`src/rtl/prg_pkg.sv`:
```
package prg_pkg;
  localparam int unsigned RATE_W  = 4;
  localparam int unsigned DSEL_W  = 2;
  localparam int unsigned CNT_W   = 14;
  localparam int unsigned IDX_W   = $clog2(CNT_W);
  localparam logic [DSEL_W-1:0] DSEL_RUN = 2'b01;
  // half-period bit index for the two low-rate codes
  localparam logic [IDX_W-1:0] LOW1_IDX = IDX_W'(6);
  localparam logic [IDX_W-1:0] LOW2_IDX = IDX_W'(7);

  typedef struct packed {
    logic             en;
    logic [IDX_W-1:0] idx;
  } tap_t;
endpackage

```
`src/rtl/prg_rate_decode.sv`:
```
module prg_rate_decode
  import prg_pkg::*;
(
  input  logic [RATE_W-1:0] rate_sel,
  output tap_t              tap
);
  // idx is the bit of the counter that is high in the second half of a period
  always_comb begin
    tap.en  = 1'b1;
    tap.idx = '0;
    case (rate_sel)
      RATE_W'(0): tap.en  = 1'b0;
      RATE_W'(1): tap.idx = LOW1_IDX;
      RATE_W'(2): tap.idx = LOW2_IDX;
      default:    tap.idx = IDX_W'(rate_sel - RATE_W'(2));
    endcase
  end
endmodule

```
`src/rtl/prg_div_chain.sv`:
```
module prg_div_chain
  import prg_pkg::*;
(
  input  logic             clk,
  input  logic             rst_n,
  input  logic             run,
  input  logic             tick,
  output logic [CNT_W-1:0] cnt,
  output logic             adv
);
  assign adv = run & tick;

  always_ff @(posedge clk) begin
    if (!rst_n)      cnt <= '0;
    else if (!run)   cnt <= '0;
    else if (tick)   cnt <= cnt + CNT_W'(1);
  end

  AST_HALT_CLEARS: assert property (@(posedge clk) disable iff (!rst_n)
    !run |=> (cnt == '0));
  AST_CNT_HOLD: assert property (@(posedge clk) disable iff (!rst_n)
    (run && !tick) |=> $stable(cnt));
  AST_CNT_STEP: assert property (@(posedge clk) disable iff (!rst_n)
    (run && tick) |=> (cnt == $past(cnt) + CNT_W'(1)));
endmodule

```
`src/rtl/prg_wave_gen.sv`:
```
module prg_wave_gen
  import prg_pkg::*;
(
  input  logic             clk,
  input  logic             rst_n,
  input  logic [CNT_W-1:0] cnt,
  input  logic             adv,
  input  tap_t             tap,
  input  logic             sqw_en,
  output logic             sqw_out,
  output logic             pf_pulse
);
  logic [CNT_W-1:0] low_mask;
  logic             tap_bit;
  logic             wave_raw;
  logic             at_rise;

  assign low_mask = (CNT_W'(1) << tap.idx) - CNT_W'(1);
  assign tap_bit  = cnt[tap.idx];
  assign wave_raw = tap.en & tap_bit;
  // the next tick carries the low bits over into the tap bit
  assign at_rise  = tap.en & adv & ~tap_bit & ((cnt & low_mask) == low_mask);
  assign sqw_out  = sqw_en & wave_raw;

  always_ff @(posedge clk) begin
    if (!rst_n) pf_pulse <= 1'b0;
    else        pf_pulse <= at_rise;
  end

  AST_PF_ONE_CYCLE: assert property (@(posedge clk) disable iff (!rst_n)
    pf_pulse |=> !pf_pulse);
  AST_PF_NEEDS_TICK: assert property (@(posedge clk) disable iff (!rst_n)
    pf_pulse |-> $past(adv));
  AST_PF_ON_RISE: assert property (@(posedge clk) disable iff (!rst_n)
    (pf_pulse && ($past(tap) == tap)) |-> wave_raw);
  AST_TAP_IN_RANGE: assert property (@(posedge clk) disable iff (!rst_n)
    tap.en |-> (32'(tap.idx) < CNT_W));
endmodule

```
`src/rtl/prg_rate_wave.sv`:
```
module prg_rate_wave
  import prg_pkg::*;
(
  input  logic              clk,
  input  logic              rst_n,
  input  logic              tbase_tick,
  input  logic [RATE_W-1:0] rate_sel,
  input  logic [DSEL_W-1:0] div_sel,
  input  logic              sqw_en,
  output logic              sqw_out,
  output logic              pf_pulse
);
  tap_t             tap;
  logic             run;
  logic             adv;
  logic [CNT_W-1:0] cnt;

  assign run = (div_sel == DSEL_RUN);

  prg_rate_decode u_decode (
    .rate_sel (rate_sel),
    .tap      (tap)
  );

  prg_div_chain u_chain (
    .clk   (clk),
    .rst_n (rst_n),
    .run   (run),
    .tick  (tbase_tick),
    .cnt   (cnt),
    .adv   (adv)
  );

  prg_wave_gen u_wave (
    .clk      (clk),
    .rst_n    (rst_n),
    .cnt      (cnt),
    .adv      (adv),
    .tap      (tap),
    .sqw_en   (sqw_en),
    .sqw_out  (sqw_out),
    .pf_pulse (pf_pulse)
  );

  AST_RATE0_QUIET: assert property (@(posedge clk) disable iff (!rst_n)
    (($past(rate_sel) == '0) && (rate_sel == '0)) |-> (!pf_pulse && !sqw_out));
  AST_BAD_DSEL_QUIET: assert property (@(posedge clk) disable iff (!rst_n)
    (!$past(run) && !run) |-> (!pf_pulse && !sqw_out));
endmodule

```
`config.mk`:
```
export PLATFORM = sky130hd
export DESIGN_NAME = prg_rate_wave
export DESIGN_NICKNAME = d
export VERILOG_FILES = /design/src/rtl/prg_pkg.sv /design/src/rtl/prg_rate_decode.sv /design/src/rtl/prg_div_chain.sv /design/src/rtl/prg_wave_gen.sv /design/src/rtl/prg_rate_wave.sv
export SDC_FILE = /design/constraint.sdc
export NUM_CORES = 1
export LEC_CHECK = 0
export BUFFER_PORTS_ARGS = -buffer_cell sky130_fd_sc_hd__buf_2
export CORE_MARGIN = 2
export CORE_UTILIZATION = 30
export DETAILED_ROUTE_END_ITERATION = 6
export HOLD_SLACK_MARGIN = 0.12
export PLACE_DENSITY_LB_ADDON = 0.08
export SLEW_MARGIN = 5
export SYNTH_ARGS = -nofsm -noshare
export SYNTH_HDL_FRONTEND = slang
export SYNTH_SLANG_ARGS = --single-unit
export TNS_END_PERCENT = 30
```
`constraint.sdc`:
```
create_clock -name clk -period 4.5 [get_ports clk]
set_input_delay 0.225 -clock clk [delete_from_list [all_inputs] [get_ports clk]]
set_output_delay 0.225 -clock clk [all_outputs]
set_load 0.1 [all_outputs]
```
==> results by stage, run 1 <==
Critical path:
- At the worst endpoint, the arrival time is roughly 3.3 ns.
- The signal on the critical path passes through buf_2 -> inv_1 -> ha_1 -> or2_2 -> a21oi_1 -> a311oi_1 -> o22ai_1 -> a211oi_1 -> and3b_1 -> buf_2.
- The category of the critical setup timing path is input pin to primary output.
- The worst setup path is captured at a primary output.
- The highest cell delay on the worst timing path is about 0.74 ns.
- The maximum fanout encountered on the critical timing path is 28.
- STA puts the critical path data required time at between 4 and 5 ns.
- STA classifies the critical path startpoint as an input pin.
- The dominant cell type by count on the critical path is sky130_fd_sc_hd__buf_2.
- For this design, the slowest cell found on the critical path is sky130_fd_sc_hd__ha_1.

Route:
- The first detailed-routing pass ran for 4 iterations.
- The number of routed nets with antenna violations is 0.
- After detailed routing, the number of remaining DRC violations is 0.
- For this block, the initial DRC count from the detailed router was 47.
- The final wirelength is 4.34 mm.
- The number of vias per cell after detailed routing is roughly 5.6.
- The per-cell routed wire length is 15.7 microns.
- Detailed routing inserted a total of approximately 1,600 vias.

Pwr:
- The switching power is approximately 120 uW.
- Summed over all cells, the static leakage comes to 0.535 nW.
- IR analysis of the VDD net gives a maximum drop of around 160 uV.
- The internal portion of total power is roughly 230 uW.
- The share of total power dissipated in combinational logic is 0.310.
- Power spread over the standard cell area amounts to roughly 220 nW/um^2.
- Of the total power, registers draw 0.377.
- After layout, the design draws a total of 354 uW.
- The clock share of power is 0.313.
- The net switching share of the total power is 0.341.

Logic synthesis:
- In the synthesized netlist, the cells that appear most often are 19 x sky130_fd_sc_hd__nand2_1, 19 x sky130_fd_sc_hd__o21ai_0, 18 x sky130_fd_sc_hd__nor2_1, 15 x sky130_fd_sc_hd__dfxtp_1, 14 x sky130_fd_sc_hd__a21oi_1.
- The cell count after synthesis came out at 208.
- Of the post-synthesis cell area, the dominant cell type holds 0.199.
- A synthesized cell averages 7.26 sq um.
- The mux contribution to synthesized area is 0.0265.
- The post-synthesis compound-gate area fraction is 0.288.
- Of the total synthesized cell area, the portion taken by XOR and XNOR cells is 0.0696.
- In the synthesized netlist the async set-or-reset flop fraction comes to 0.
- The post-synthesis sequential area ratio is 0.199.
- The count of flip-flops with a built-in enable after synthesis is 0.
- After synthesis, the largest family of logic cells by area is simple AND/OR/NAND/NOR gates.
- The area of the mapped netlist is 1510 sq um.
- Of the total synthesized cell area, the portion taken by full adders, half adders and majority gates is 0.0249.
- The post-synth net total is 221.
- During synthesis, Yosys emitted a total of 0 warnings.
- The number of distinct standard cells referenced by the synthesized netlist is 52.
- Among all flip-flop cells after synthesis, the most frequent one is sky130_fd_sc_hd__dfxtp_1.
- The flip-flop and latch count after synthesis is 15.
- The synthesized-area fraction occupied by and/or/nand/nor cells is 0.312.
- Sorting the synthesized cells by area gives the leading types as sky130_fd_sc_hd__dfxtp_1 20%, sky130_fd_sc_hd__o21ai_0 6.3%, sky130_fd_sc_hd__nand2_1 4.7%.
- Summed over all instances, the cell type with the most area after synthesis is sky130_fd_sc_hd__dfxtp_1.

Layout:
- Of the cells placed in the final design, the portion with a size suffix greater than 1 is 0.124.
- The filler cell count in the final layout is about 530.
- The number of diodes is 0.
- The post-layout utilization of the core is 0.336.
- The post-synthesis to final-layout area growth is 6.38%.
- For this run, the post-layout net count is 224.

CTS:
- After clock tree synthesis, the setup repair step added 0 buffers.
- The number of clock buffers inserted by TritonCTS is 3.
- TritonCTS built the clock tree.
- The number of hold buffers added after cts is 0.
- The root buffer cell is sky130_fd_sc_hd__clkbuf_8.
- The maximum level of the CTS H-tree is 1.
- The number of sinks on the clock net is 15.
- The number of gates resized after CTS was 0.
- For the worst-skew pair, the clock arrives at the later sink with an insertion delay of around 0.25 ns.
- The clock transition time at the flip-flop clock pins of the worst setup and hold paths is around 0.060 ns.
- No sink is reached through more buffers than the 2 on the longest clock path.

STA:
- Setup repair after global routing left no endpoint under its margin.
- The count of endpoints failing setup in the final report is 0.
- The minimum period implied by the final worst setup slack is around 3.5 ns.
- The sum of negative setup slack is 0 ns.
- Derived from the worst setup path, the maximum achievable clock frequency is 283 MHz.
- The final hold violation count was 0.
- The final max-slew violation count is 0.
- Across the routed clock network, the largest skew measured is around 0.0042 ns.
- The slew at the pin closest to its max-slew limit is 0.607 ns.
- The tightest slew margin relative to the limit is 0.595.
- The final worst-path setup slack is roughly 0.96 ns.
- The ratio of final minimum period to clock period is 0.786.

Die:
- The die width is 75.0 microns.
- After floorplanning, the core was sized to cover ~4800 sq um.
- Pin placement for this block handled 12 I/O pins.
- The full die area is between 5000 and 6000 sq um.
- The die span in y is 75.0 microns.
- The number of rows created at floorplan is 25.
- The effective utilization at floorplan is 0.316.

Global routing:
- Entering global routing, the biggest net connects 29 pins.
- The global-route wire length before repair is a little over 7 mm.
- The number of global-route vias before repair is 1,488.
- The overall track demand over capacity in global routing is 0.163.
- For this run the aggregate overflow at the end of global routing stands at 0.
- The initial antenna violation count was 0.

Run:
- Max-cap violations in this run came to 0.

Place:
- Once detailed placement completed, the half-perimeter wirelength came to 3.22 mm.
- Before CTS, the worst setup slack after placement is 0.887 ns.
- In this run the tool buffered the top-level ports with 11 buffer cells.
- The global placer's final weighted congestion is between 0.8 and 0.9.

Hold path:
- The worst hold path belongs to the class input pin to flip-flop.

Outcome:
- The run finished with clean final reports.
==> per-layer routing <==
metal / part of all wire / vias up / track usage
met5: 0 / - / 0
met3: 0.042 / 8 / 0.0321
met2: 0.48 / 39 / 0.275
met4: 0.013 / 0 / 0.0357
met1: 0.47 / 736 / 0.215
li1: - / 771 / -
==> cell families (layout without fill, tap and decap cells) <==
group / count (synthesis) / after routing
multiplexers: 4 / 4
XOR/XNOR: 12 / 12
buffers and inverters: 22 / 24
flip-flops: 15 / 15
adder cells (fa/ha/maj): 3 / 3
AND/OR/NAND/NOR: 88 / 88
AO/OA/AOI/OAI: 64 / 64
==> cell usage in the layout (no fill, tap or decap), types with 3 or more instances in the layout <==
cell	instances
sky130_fd_sc_hd__nand2b_1	3
sky130_fd_sc_hd__o21ai_0	19
sky130_fd_sc_hd__o2111ai_1	3
sky130_fd_sc_hd__ha_1	3
sky130_fd_sc_hd__and3_1	3
sky130_fd_sc_hd__inv_1	9
sky130_fd_sc_hd__o31ai_1	3
sky130_fd_sc_hd__buf_2	11
sky130_fd_sc_hd__nand2_1	19
sky130_fd_sc_hd__o22ai_1	3
sky130_fd_sc_hd__nand3_1	5
sky130_fd_sc_hd__nand4_1	7
sky130_fd_sc_hd__a211oi_1	4
sky130_fd_sc_hd__xor2_1	7
sky130_fd_sc_hd__clkbuf_8	3
sky130_fd_sc_hd__nor2b_1	3
sky130_fd_sc_hd__or2_2	3
sky130_fd_sc_hd__dfxtp_1	15
sky130_fd_sc_hd__nor2_1	18
sky130_fd_sc_hd__nor3_1	8
sky130_fd_sc_hd__mux2i_1	4
sky130_fd_sc_hd__or3_1	5
sky130_fd_sc_hd__xnor2_1	5
sky130_fd_sc_hd__a21oi_1	14
sky130_fd_sc_hd__nor3b_1	3
==> power by group through the flow <==
| stage | clock, mW | sequential (mW) | combinational (mW) |
|---|---|---|---|
| 6_report | 0.111 | 0.134 | 0.110 |
| 5_1_grt | 0.121 | 0.134 | 0.120 |
| 4_1_cts | 0.116 | 0.134 | 0.108 |
| 3_5_place_dp | 0 | 0.137 | 0.108 |
| 3_3_place_gp | 0 | 0.137 | 0.108 |
| 2_1_floorplan | 0 | 0.136 | 0.0880 |
==> cell type report <==
class | instances | area [sq um] | share of cell area
inverter | 9 | 33.8 | 0.0210
tap | 67 | 83.8 | 0.0522
multi-input combinational | 171 | 1090 | 0.678
sequential | 15 | 300 | 0.187
clock buffer | 4 | 45.0 | 0.0280
timing repair buffer | 11 | 55.1 | 0.0343
==> registers in the layout (all words and copies together), names as in the netlist <==
register / flops
u_chain.cnt: 14
u_wave.pf_pulse: 1
==> worst paths after layout <==
path	startpoint	to	slack (ns)	cells after the start
max	rate_sel[1]	sqw_out	0.96	10
min	tbase_tick	u_chain.cnt[0]$_SDFFE_PN0P_	0.33	3
max reg2reg	u_chain.cnt[2]$_SDFFE_PN0P_	u_chain.cnt[12]$_SDFFE_PN0P_	2.70	5
min reg2reg	u_chain.cnt[12]$_SDFFE_PN0P_	u_chain.cnt[12]$_SDFFE_PN0P_	0.50	2
==> worst max-delay path, delay by kind of cell <==
kind | cells | cell delay [ns]
buffers and inverters | 3 | 1.05
adders and majority gates | 1 | 0.74
and+or+nand+nor | 2 | 0.46
AOI/OAI and AO/OA | 4 | 0.83
==> metrics by stage <==
step | cells | area (sq um) | hold slack [ns]
detailed placement | 273 | 1560 | 0.492
global route | 277 | 1610 | 0.339
global placement | 273 | 1560 | 0.469
finish | 277 | 1610 | 0.326
floorplan | 208 | 1510 | 0.373
CTS | 277 | 1610 | 0.325
Note: power is estimated with default switching activity, not from simulation.
==> inputs of run 2 (changes only) <==
==> constraint.sdc (replaced) <==
create_clock -name clk -period 2.9 [get_ports clk]
set_input_delay 0.145 -clock clk [delete_from_list [all_inputs] [get_ports clk]]
set_output_delay 0.145 -clock clk [all_outputs]
set_load 0.1 [all_outputs]
==> run 2 against run 1 <==
Against the previous run:
- final area up 6.1%
- die area did not move
- worst setup slack worse by 0.56 ns
- register-to-register slack got worse by 1.6 ns
- non-clock buffer count increased by 11
- clock skew increased by 0.0039 ns
- combinational power up 68%
- highest routed layer unchanged
==> results by stage, run 2 (same netlist as run 1, synthesis figures left out) <==
Critical path:
- The dominant cell type by count on the critical path is sky130_fd_sc_hd__ha_1 (was sky130_fd_sc_hd__buf_2).
- The data arrival time at the worst-slack endpoint is 2.65 ns (was 3.31 ns).
- The highest cell delay on the worst timing path came to 0.38 ns (was 0.74 ns).
- The cell at the slowest stage of the critical path is sky130_fd_sc_hd__or3b_1 (was sky130_fd_sc_hd__ha_1).
- The endpoint of the worst register-to-register path was u_chain.cnt[10]$_SDFFE_PN0P_ (was u_chain.cnt[12]$_SDFFE_PN0P_).
- The maximum fanout encountered on the critical timing path is 2 (was 28).
- The reg2reg setup slack is 1.09 ns (was 2.70 ns).
- The required time at the endpoint of the critical path is 3.05 ns (was 4.28 ns).
- The worst reg2reg path startpoint is u_chain.cnt[2]$_SDFFE_PN0P_ (unchanged).
- The category of the critical setup timing path is input pin to flip-flop (was input pin to primary output).
- The kind of end point of the critical path was a flip-flop (was primary output).
- Cell-by-cell trace of the critical path: buf_2 -> inv_1 -> ha_1 -> or3b_1 -> and2_1 -> o22ai_2 -> nand2_1 -> ha_1 -> o21ai_0 -> nor3_1 -> nand3_1 -> nor4b_2 -> o2111ai_1 -> a2111oi_2 (was buf_2 -> inv_1 -> ha_1 -> or2_2 -> a21oi_1 -> a311oi_1 -> o22ai_1 -> a211oi_1 -> and3b_1 -> buf_2).
- The kind of start point of the critical path is an input pin (unchanged).
- The length in cells of the worst reg-to-reg path is 5 (unchanged).

Place:
- The total placed cells including tap cells is 284 (was 273).
- The post-place instance area is 1660 sq um (was 1560 sq um).
- The half-perimeter wire length after detailed placement is 3.16 mm (was 3.22 mm).
- The setup slack at placement came to 0.142 ns (was 0.887 ns).
- The global placer's final weighted congestion is 0.850 (was 0.827).
- The count of input and output buffers is 11 (unchanged).

Global routing:
- The global-route wire length before repair is 7.11 mm (was 7.10 mm).
- The number of global-route vias before repair is 1,477 (was 1,488).
- The total congestion overflow came to 0 (unchanged).
- The overall track demand over capacity in global routing is 0.163 (about the same).
- The largest net degree at the start of global routing is 28 (was 29).
- The initial antenna violation count is 0 (unchanged).

STA:
- The sum of negative setup slack came to 0 ns (unchanged).
- The final worst-path setup slack is 0.406 ns (was 0.962 ns).
- The slew at the pin closest to its max-slew limit was 0.505 ns (was 0.607 ns).
- The count of endpoints failing setup in the final report is 0 (unchanged).
- The tightest slew margin relative to the limit is 0.660 (was 0.595).
- Subtracting the final worst setup slack from the clock period gives 2.49 ns.
- The final hold violation count is 0 (unchanged).
- The final max-slew violation count is 0 (unchanged).
- Derived from the worst setup path, the maximum achievable clock frequency is 401 MHz.
- Setup repair after global routing missed its margin: false (unchanged).
- The worst-case clock skew was 0.00812 ns (was 0.00421 ns).
- The ratio of final minimum period to clock period is 0.860.

CTS:
- The root buffer cell is sky130_fd_sc_hd__clkbuf_8 (unchanged).
- The number of clock buffers inserted by TritonCTS is 3 (unchanged).
- The maximum level of the CTS H-tree is 1 (unchanged).
- The setup fix buffers added after clock tree synthesis came to 0 (unchanged).
- The number of sinks on the clock net is 15 (unchanged).
- The clock transition time at the flip-flop clock pins of the worst setup and hold paths was 0.07 ns (was 0.06 ns).
- The maximum number of buffers from clock root to sink is 2 (unchanged).
- The number of hold buffers added after cts came to 0 (unchanged).
- The clock latency on the worst-skew pair is 0.25 ns (about the same).
- The number of cells upsized or downsized after cts is 0 (unchanged).
- The CTS tree is done (unchanged).

Die:
- The placeable core region came to 4790 sq um (unchanged).
- The full die area is 5620 sq um (unchanged).
- The die span in y is 75.0 microns (unchanged).
- The number of primary I/O pins came to 12 (unchanged).
- The effective utilization at floorplan is 0.316 (unchanged).
- The number of rows created at floorplan came to 25 (unchanged).
- The die width came to 75.0 microns (unchanged).

Layout:
- The number of flip-flops in the largest register was 14 (unchanged).
- The number of nets in the layout is 235 (was 224).
- The fraction of layout cells with a size suffix above 1 is 0.167 (was 0.124).
- The final instance area is 1700 sq um (was 1610 sq um).
- Commonest cells after routing, fill and taps aside: 19 x sky130_fd_sc_hd__nand2_1, 19 x sky130_fd_sc_hd__o21ai_0, 18 x sky130_fd_sc_hd__nor2_1, 15 x sky130_fd_sc_hd__dfxtp_1, 14 x sky130_fd_sc_hd__a21oi_1 (unchanged).
- The post-synthesis to final-layout area growth is 12.8% (was 6.38%).
- The number of diodes is 0 (unchanged).
- The filler cell count in the final layout came to 499 (was 525).
- The register bank with the most flops is u_chain.cnt (unchanged).
- The number of cells in the finished layout apart from fillers came to 288 (was 277).
- Largest registers in the final layout: u_chain.cnt (14), u_wave.pf_pulse (1) (unchanged).

Route:
- The number of remaining DRC errors is 0 (unchanged).
- The number of detailed-routing iterations run before antenna repair is 4 (unchanged).
- The number of violations reported at the end of detailed-routing iteration 0 is 95 (was 47).
- The per-cell routed wire length came to 14.7 microns (was 15.7 microns).
- The final wirelength is 4.22 mm (was 4.34 mm).
- The number of routed nets with antenna violations is 0 (unchanged).
- The via count is 1,570 (was 1,554).
- The number of vias per cell after detailed routing was 5.45 (was 5.61).

Hold path:
- The cell depth of the worst hold path is 3 (unchanged).
- The worst min-delay path endpoint is u_chain.cnt[1]$_SDFFE_PN0P_ (was u_chain.cnt[0]$_SDFFE_PN0P_).
- The type of the most critical hold path is input pin to flip-flop (unchanged).
- The beginning of the worst hold path is tbase_tick (unchanged).

Pwr:
- The clock share of power is 0.304 (was 0.313).
- The switching power was 188 uW (was 121 uW).
- The combinational share of power is 0.328 (was 0.310).
- The net switching share of the total power was 0.333 (was 0.341).
- The internal portion of total power is 377 uW (was 234 uW).
- The power per unit of standard cell area is 331 nW/um^2 (was 221 nW/um^2).
- The static power due to leakage is 0.590 nW (was 0.535 nW).
- The share of total power in sequential cells was 0.367 (was 0.377).
- The worst vdd rail ir drop is 129 uV (was 161 uV).

Outcome:
- Result of the run: completed (unchanged).

Run:
- The max-capacitance violation count is 0 (unchanged).
run 2: cell types whose count changed in the layout (fill, tap and decap cells not counted):
cell	before	now
sky130_fd_sc_hd__buf_2	11	10
sky130_fd_sc_hd__buf_12	0	1
sky130_fd_sc_hd__buf_4	0	11
run 2: layout make-up:
type | instances | area (sq um) | area share
clock buffer | 4 | 45.0 | 0.0264
inverter | 9 | 33.8 | 0.0198
multi-input combinational | 171 | 1090 | 0.639
sequential | 15 | 300 | 0.176
tap | 67 | 83.8 | 0.0492
timing repair buffer | 22 | 153 | 0.0896
run 2: worst max-delay path: cells and delay by family:
family,cells,cell delay (ns)
buf+inv,2,0.12
fa+ha+maj,2,0.48
simple gates,6,1.22
compound gates,4,0.67
run 2: power by group through the flow:
stage / clock network, mW / logic (mW) / registers (mW)
finish: 0.172 / 0.185 / 0.207
detailed placement: 0 / 0.182 / 0.212
floorplan: 0 / 0.137 / 0.212
global route: 0.189 / 0.202 / 0.207
global placement: 0 / 0.182 / 0.212
CTS: 0.180 / 0.183 / 0.207
run 2: how the worst max path moves through the flow:
| stage | start | to | slack, ns | cells past startpoint |
|---|---|---|---|---|
| floorplan | rate_sel[1] | u_wave.pf_pulse$_SDFF_PN0_ | 0.14 | 14 |
| global placement | rate_sel[1] | u_wave.pf_pulse$_SDFF_PN0_ | 0.19 | 14 |
| detailed placement | rate_sel[2] | u_wave.pf_pulse$_SDFF_PN0_ | 0.14 | 14 |
| CTS | rate_sel[1] | u_wave.pf_pulse$_SDFF_PN0_ | 0.42 | 14 |
| global route | rate_sel[1] | u_wave.pf_pulse$_SDFF_PN0_ | 0.24 | 14 |
| finish | rate_sel[1] | u_wave.pf_pulse$_SDFF_PN0_ | 0.41 | 14 |
run 2: routing by layer:
layer  up-vias  global-route usage  wire length [microns]
li1        792                   -                      -
met1       730               0.221                   2020
met2        40               0.265                   1970
met3         8              0.0335                    168
met4         0              0.0397                     63
met5         -                   0                      0
run 2: metrics by stage:
step	util	total power [mW]	hold WS (ns)
2_1_floorplan	-	0.348	0.293
3_3_place_gp	0.347	0.394	0.470
3_5_place_dp	0.347	0.394	0.488
4_1_cts	0.356	0.571	0.228
5_1_grt	0.356	0.599	0.260
6_report	0.356	0.564	0.233
==> inputs of run 3 (changes only) <==
--- a/config.mk
+++ b/config.mk
@@ -11,6 +11,7 @@
 export DETAILED_ROUTE_END_ITERATION = 6
 export HOLD_SLACK_MARGIN = 0.12
 export PLACE_DENSITY_LB_ADDON = 0.08
+export SKIP_CTS_REPAIR_TIMING = 1
 export SLEW_MARGIN = 5
 export SYNTH_ARGS = -nofsm -noshare
 export SYNTH_HDL_FRONTEND = slang
==> constraint.sdc (replaced) <==
create_clock -name clk -period 2.9 [get_ports clk]
set_input_delay 0.145 -clock clk [delete_from_list [all_inputs] [get_ports clk]]
set_output_delay 0.145 -clock clk [all_outputs]
set_load 0.05 [all_outputs]
==> run 3 against run 2 <==
Against the previous run:
- worst setup slack got worse by 0.093 ns
- routed wire length increased by 5.0%
- largest cell class unchanged
- via count grew 1.9%
- utilization shrank 0.44 points
- first-iteration DRC count rose by 38%
- final cell count shrank 0.35%
- final area down 1.2%
- register-to-register slack got worse by 0.03 ns
- sequential power barely moved
- critical endpoint unchanged
- die area unchanged
- highest routed layer unchanged
==> results by stage, run 3 (same netlist as run 1, synthesis figures left out) <==
Place:
- The total placed cells including tap cells is 283 (was 284).
- The setup slack at placement was 0.0731 ns (was 0.142 ns).
- The count of input and output buffers came to 11 (unchanged).
- The half-perimeter wire length after detailed placement is 3.35 mm (was 3.16 mm).
- The global placer's final weighted congestion is 0.857 (was 0.850).

Global routing:
- The met2 routing resource usage after global routing was 0.281 (was 0.265).
- The overall track demand over capacity in global routing is 0.173 (was 0.163).
- The total congestion overflow is 0 (unchanged).
- The number of global-route vias before repair is 1,537 (was 1,477).
- The initial antenna violation count came to 0 (unchanged).
- The global-route met3 utilization is 0.0361 (was 0.0335).
- The largest net degree at the start of global routing was 28 (unchanged).
- The busiest metal layer after global routing is met2 (unchanged).
- The routing usage on met1 is 0.235 (was 0.221).
- The global-route wire length before repair came to 7.59 mm (was 7.11 mm).

Hold path:
- The beginning of the worst hold path is tbase_tick (unchanged).
- The type of the most critical hold path is input pin to flip-flop (unchanged).

Die:
- The placeable core region came to 4790 sq um (unchanged).
- The number of primary I/O pins came to 12 (unchanged).
- The full die area is 5620 sq um (unchanged).
- The die width was 75.0 microns (unchanged).
- The die span in y is 75.0 microns (unchanged).
- The number of rows created at floorplan was 25 (unchanged).
- The effective utilization at floorplan was 0.316 (unchanged).

STA:
- The count of endpoints failing setup in the final report is 0 (unchanged).
- Setup repair after global routing missed its margin: false (unchanged).
- The final hold slack is 0.239 ns (was 0.233 ns).
- The final hold violation count is 0 (unchanged).
- The final max-slew violation count was 0 (unchanged).
- The worst-case clock skew came to 0.00462 ns (was 0.00812 ns).
- The ratio of final minimum period to clock period is 0.892 (was 0.860).
- The upper clock frequency limit is 387 MHz (was 401 MHz).
- The tightest slew margin relative to the limit is 0.658 (was 0.660).
- The sum of negative setup slack is 0 ns (unchanged).
- The final worst-path setup slack is 0.314 ns (was 0.406 ns).
- The slew at the pin closest to its max-slew limit is 0.508 ns (was 0.505 ns).
- The minimum period implied by the final worst setup slack is 2.59 ns (was 2.49 ns).

Layout:
- The number of nets in the layout is 234 (was 235).
- The fraction of layout cells with a size suffix above 1 is 0.168 (was 0.167).
- The number of diodes came to 0 (unchanged).
- The number of flip-flops in the largest register is 14 (unchanged).
- Largest registers in the final layout: u_chain.cnt (14), u_wave.pf_pulse (1) (unchanged).
- Commonest cells after routing, fill and taps aside: 19 x sky130_fd_sc_hd__nand2_1, 19 x sky130_fd_sc_hd__o21ai_0, 18 x sky130_fd_sc_hd__nor2_1, 15 x sky130_fd_sc_hd__dfxtp_1, 14 x sky130_fd_sc_hd__a21oi_1 (unchanged).
- The register bank with the most flops is u_chain.cnt (unchanged).
- The number of cells in the finished layout apart from fillers came to 287 (was 288).
- The post-synthesis to final-layout area growth was 11.4% (was 12.8%).
- The sequential cell area came to 300 sq um (unchanged).
- The multi-input combinational cell area is 1090 sq um (unchanged).
- The filler cell count in the final layout is 527 (was 499).

Route:
- The number of vias per cell after detailed routing was 5.57 (was 5.45).
- The number of routed nets with antenna violations is 0 (unchanged).
- The number of detailed-routing iterations run before antenna repair is 4 (unchanged).
- The number of violations reported at the end of detailed-routing iteration 0 is 131 (was 95).
- The final wirelength came to 4.44 mm (was 4.22 mm).
- The per-cell routed wire length is 15.5 microns (was 14.7 microns).
- The via count came to 1,600 (was 1,570).
- The number of remaining DRC errors is 0 (unchanged).

Pwr:
- The worst vdd rail ir drop came to 152 uV (was 129 uV).
- The power per unit of standard cell area is 329 nW/um^2 (was 331 nW/um^2).
- The static power due to leakage is 0.585 nW (was 0.590 nW).
- The internal portion of total power came to 369 uW (was 377 uW).
- The combinational share of power came to 0.313 (was 0.328).
- The switching power was 186 uW (was 188 uW).
- The clock share of power is 0.313 (was 0.304).
- The share of total power in sequential cells came to 0.374 (was 0.367).
- The net switching share of the total power came to 0.335 (was 0.333).

Run:
- The max-capacitance violation count came to 0 (unchanged).

Critical path:
- The maximum fanout encountered on the critical timing path is 6 (was 2).
- The kind of start point of the critical path is an input pin (unchanged).
- The category of the critical setup timing path was input pin to flip-flop (unchanged).
- The data arrival time at the worst-slack endpoint was 2.74 ns (was 2.65 ns).
- The kind of end point of the critical path is a flip-flop (unchanged).
- The startpoint of the most critical setup path is rate_sel[1] (unchanged).
- The worst reg2reg path startpoint is u_chain.cnt[2]$_SDFFE_PN0P_ (unchanged).
- The required time at the endpoint of the critical path was 3.05 ns (about the same).

CTS:
- The clock transition time at the flip-flop clock pins of the worst setup and hold paths is 0.07 ns (about the same).
- The clock latency on the worst-skew pair is 0.25 ns (about the same).
- The root buffer cell is sky130_fd_sc_hd__clkbuf_8 (unchanged).
- The number of sinks on the clock net is 15 (unchanged).
- The number of clock buffers inserted by TritonCTS is 3 (unchanged).
- The maximum level of the CTS H-tree is 1 (unchanged).
- The maximum number of buffers from clock root to sink came to 2 (unchanged).
- The CTS tree is done (unchanged).

Outcome:
- Result of the run: completed (unchanged).
[run 3: worst max-delay path, cell delays in order]
cell and delay (ns):
sky130_fd_sc_hd__buf_2 0.09, sky130_fd_sc_hd__inv_1 0.04, sky130_fd_sc_hd__ha_1 0.20, sky130_fd_sc_hd__or3b_1 0.41, sky130_fd_sc_hd__and2_1 0.22, sky130_fd_sc_hd__o22ai_2 0.12
sky130_fd_sc_hd__nand2_1 0.08, sky130_fd_sc_hd__ha_1 0.26, sky130_fd_sc_hd__nor2b_1 0.15, sky130_fd_sc_hd__o21ai_0 0.09, sky130_fd_sc_hd__nand3_1 0.13, sky130_fd_sc_hd__nor4b_2 0.30
sky130_fd_sc_hd__o2111ai_1 0.16, sky130_fd_sc_hd__a2111oi_2 0.34
[run 3: final timing paths]
kind                                        to  slack [ns]  depth (start not counted)
setup / recovery    u_wave.pf_pulse$_SDFF_PN0_        0.31                         14
hold / removal     u_chain.cnt[0]$_SDFFE_PN0P_        0.24                          3
setup reg to reg  u_chain.cnt[10]$_SDFFE_PN0P_        1.06                          5
hold reg to reg   u_chain.cnt[12]$_SDFFE_PN0P_        0.50                          2
[run 3: layout make-up]
cell class / count / area share
Clock buffer: 3 / 0.0245
Sequential cell: 15 / 0.178
Tap cell: 67 / 0.0498
Timing Repair Buffer: 21 / 0.0773
Multi-Input combinational cell: 171 / 0.647
Clock inverter: 1 / 0.00297
Inverter: 9 / 0.0201
[run 3: layer usage]
metal | vias up | share of wire | wire, microns
li1 | 794 | - | -
met4 | 0 | 0.015 | 67
met3 | 8 | 0.048 | 212
met5 | - | 0 | 0
met2 | 40 | 0.48 | 2110
met1 | 758 | 0.46 | 2050
[run 3: stage by stage]
stage / total power, mW / utilization / area (sq um)
floorplan: 0.342 / - / 1510
global placement: 0.382 / 0.342 / 1640
detailed placement: 0.384 / 0.342 / 1640
CTS: 0.560 / 0.352 / 1680
global route: 0.593 / 0.352 / 1680
finish: 0.554 / 0.352 / 1680
[run 3: power by group through the flow]
stage          Sequential, mW  Clock, mW  Combinational (mW)
4_1_cts                 0.207      0.180               0.172
3_5_place_dp            0.212          0               0.172
5_1_grt                 0.207      0.193               0.193
2_1_floorplan           0.212          0               0.131
6_report                0.207      0.174               0.173
3_3_place_gp            0.212          0               0.170
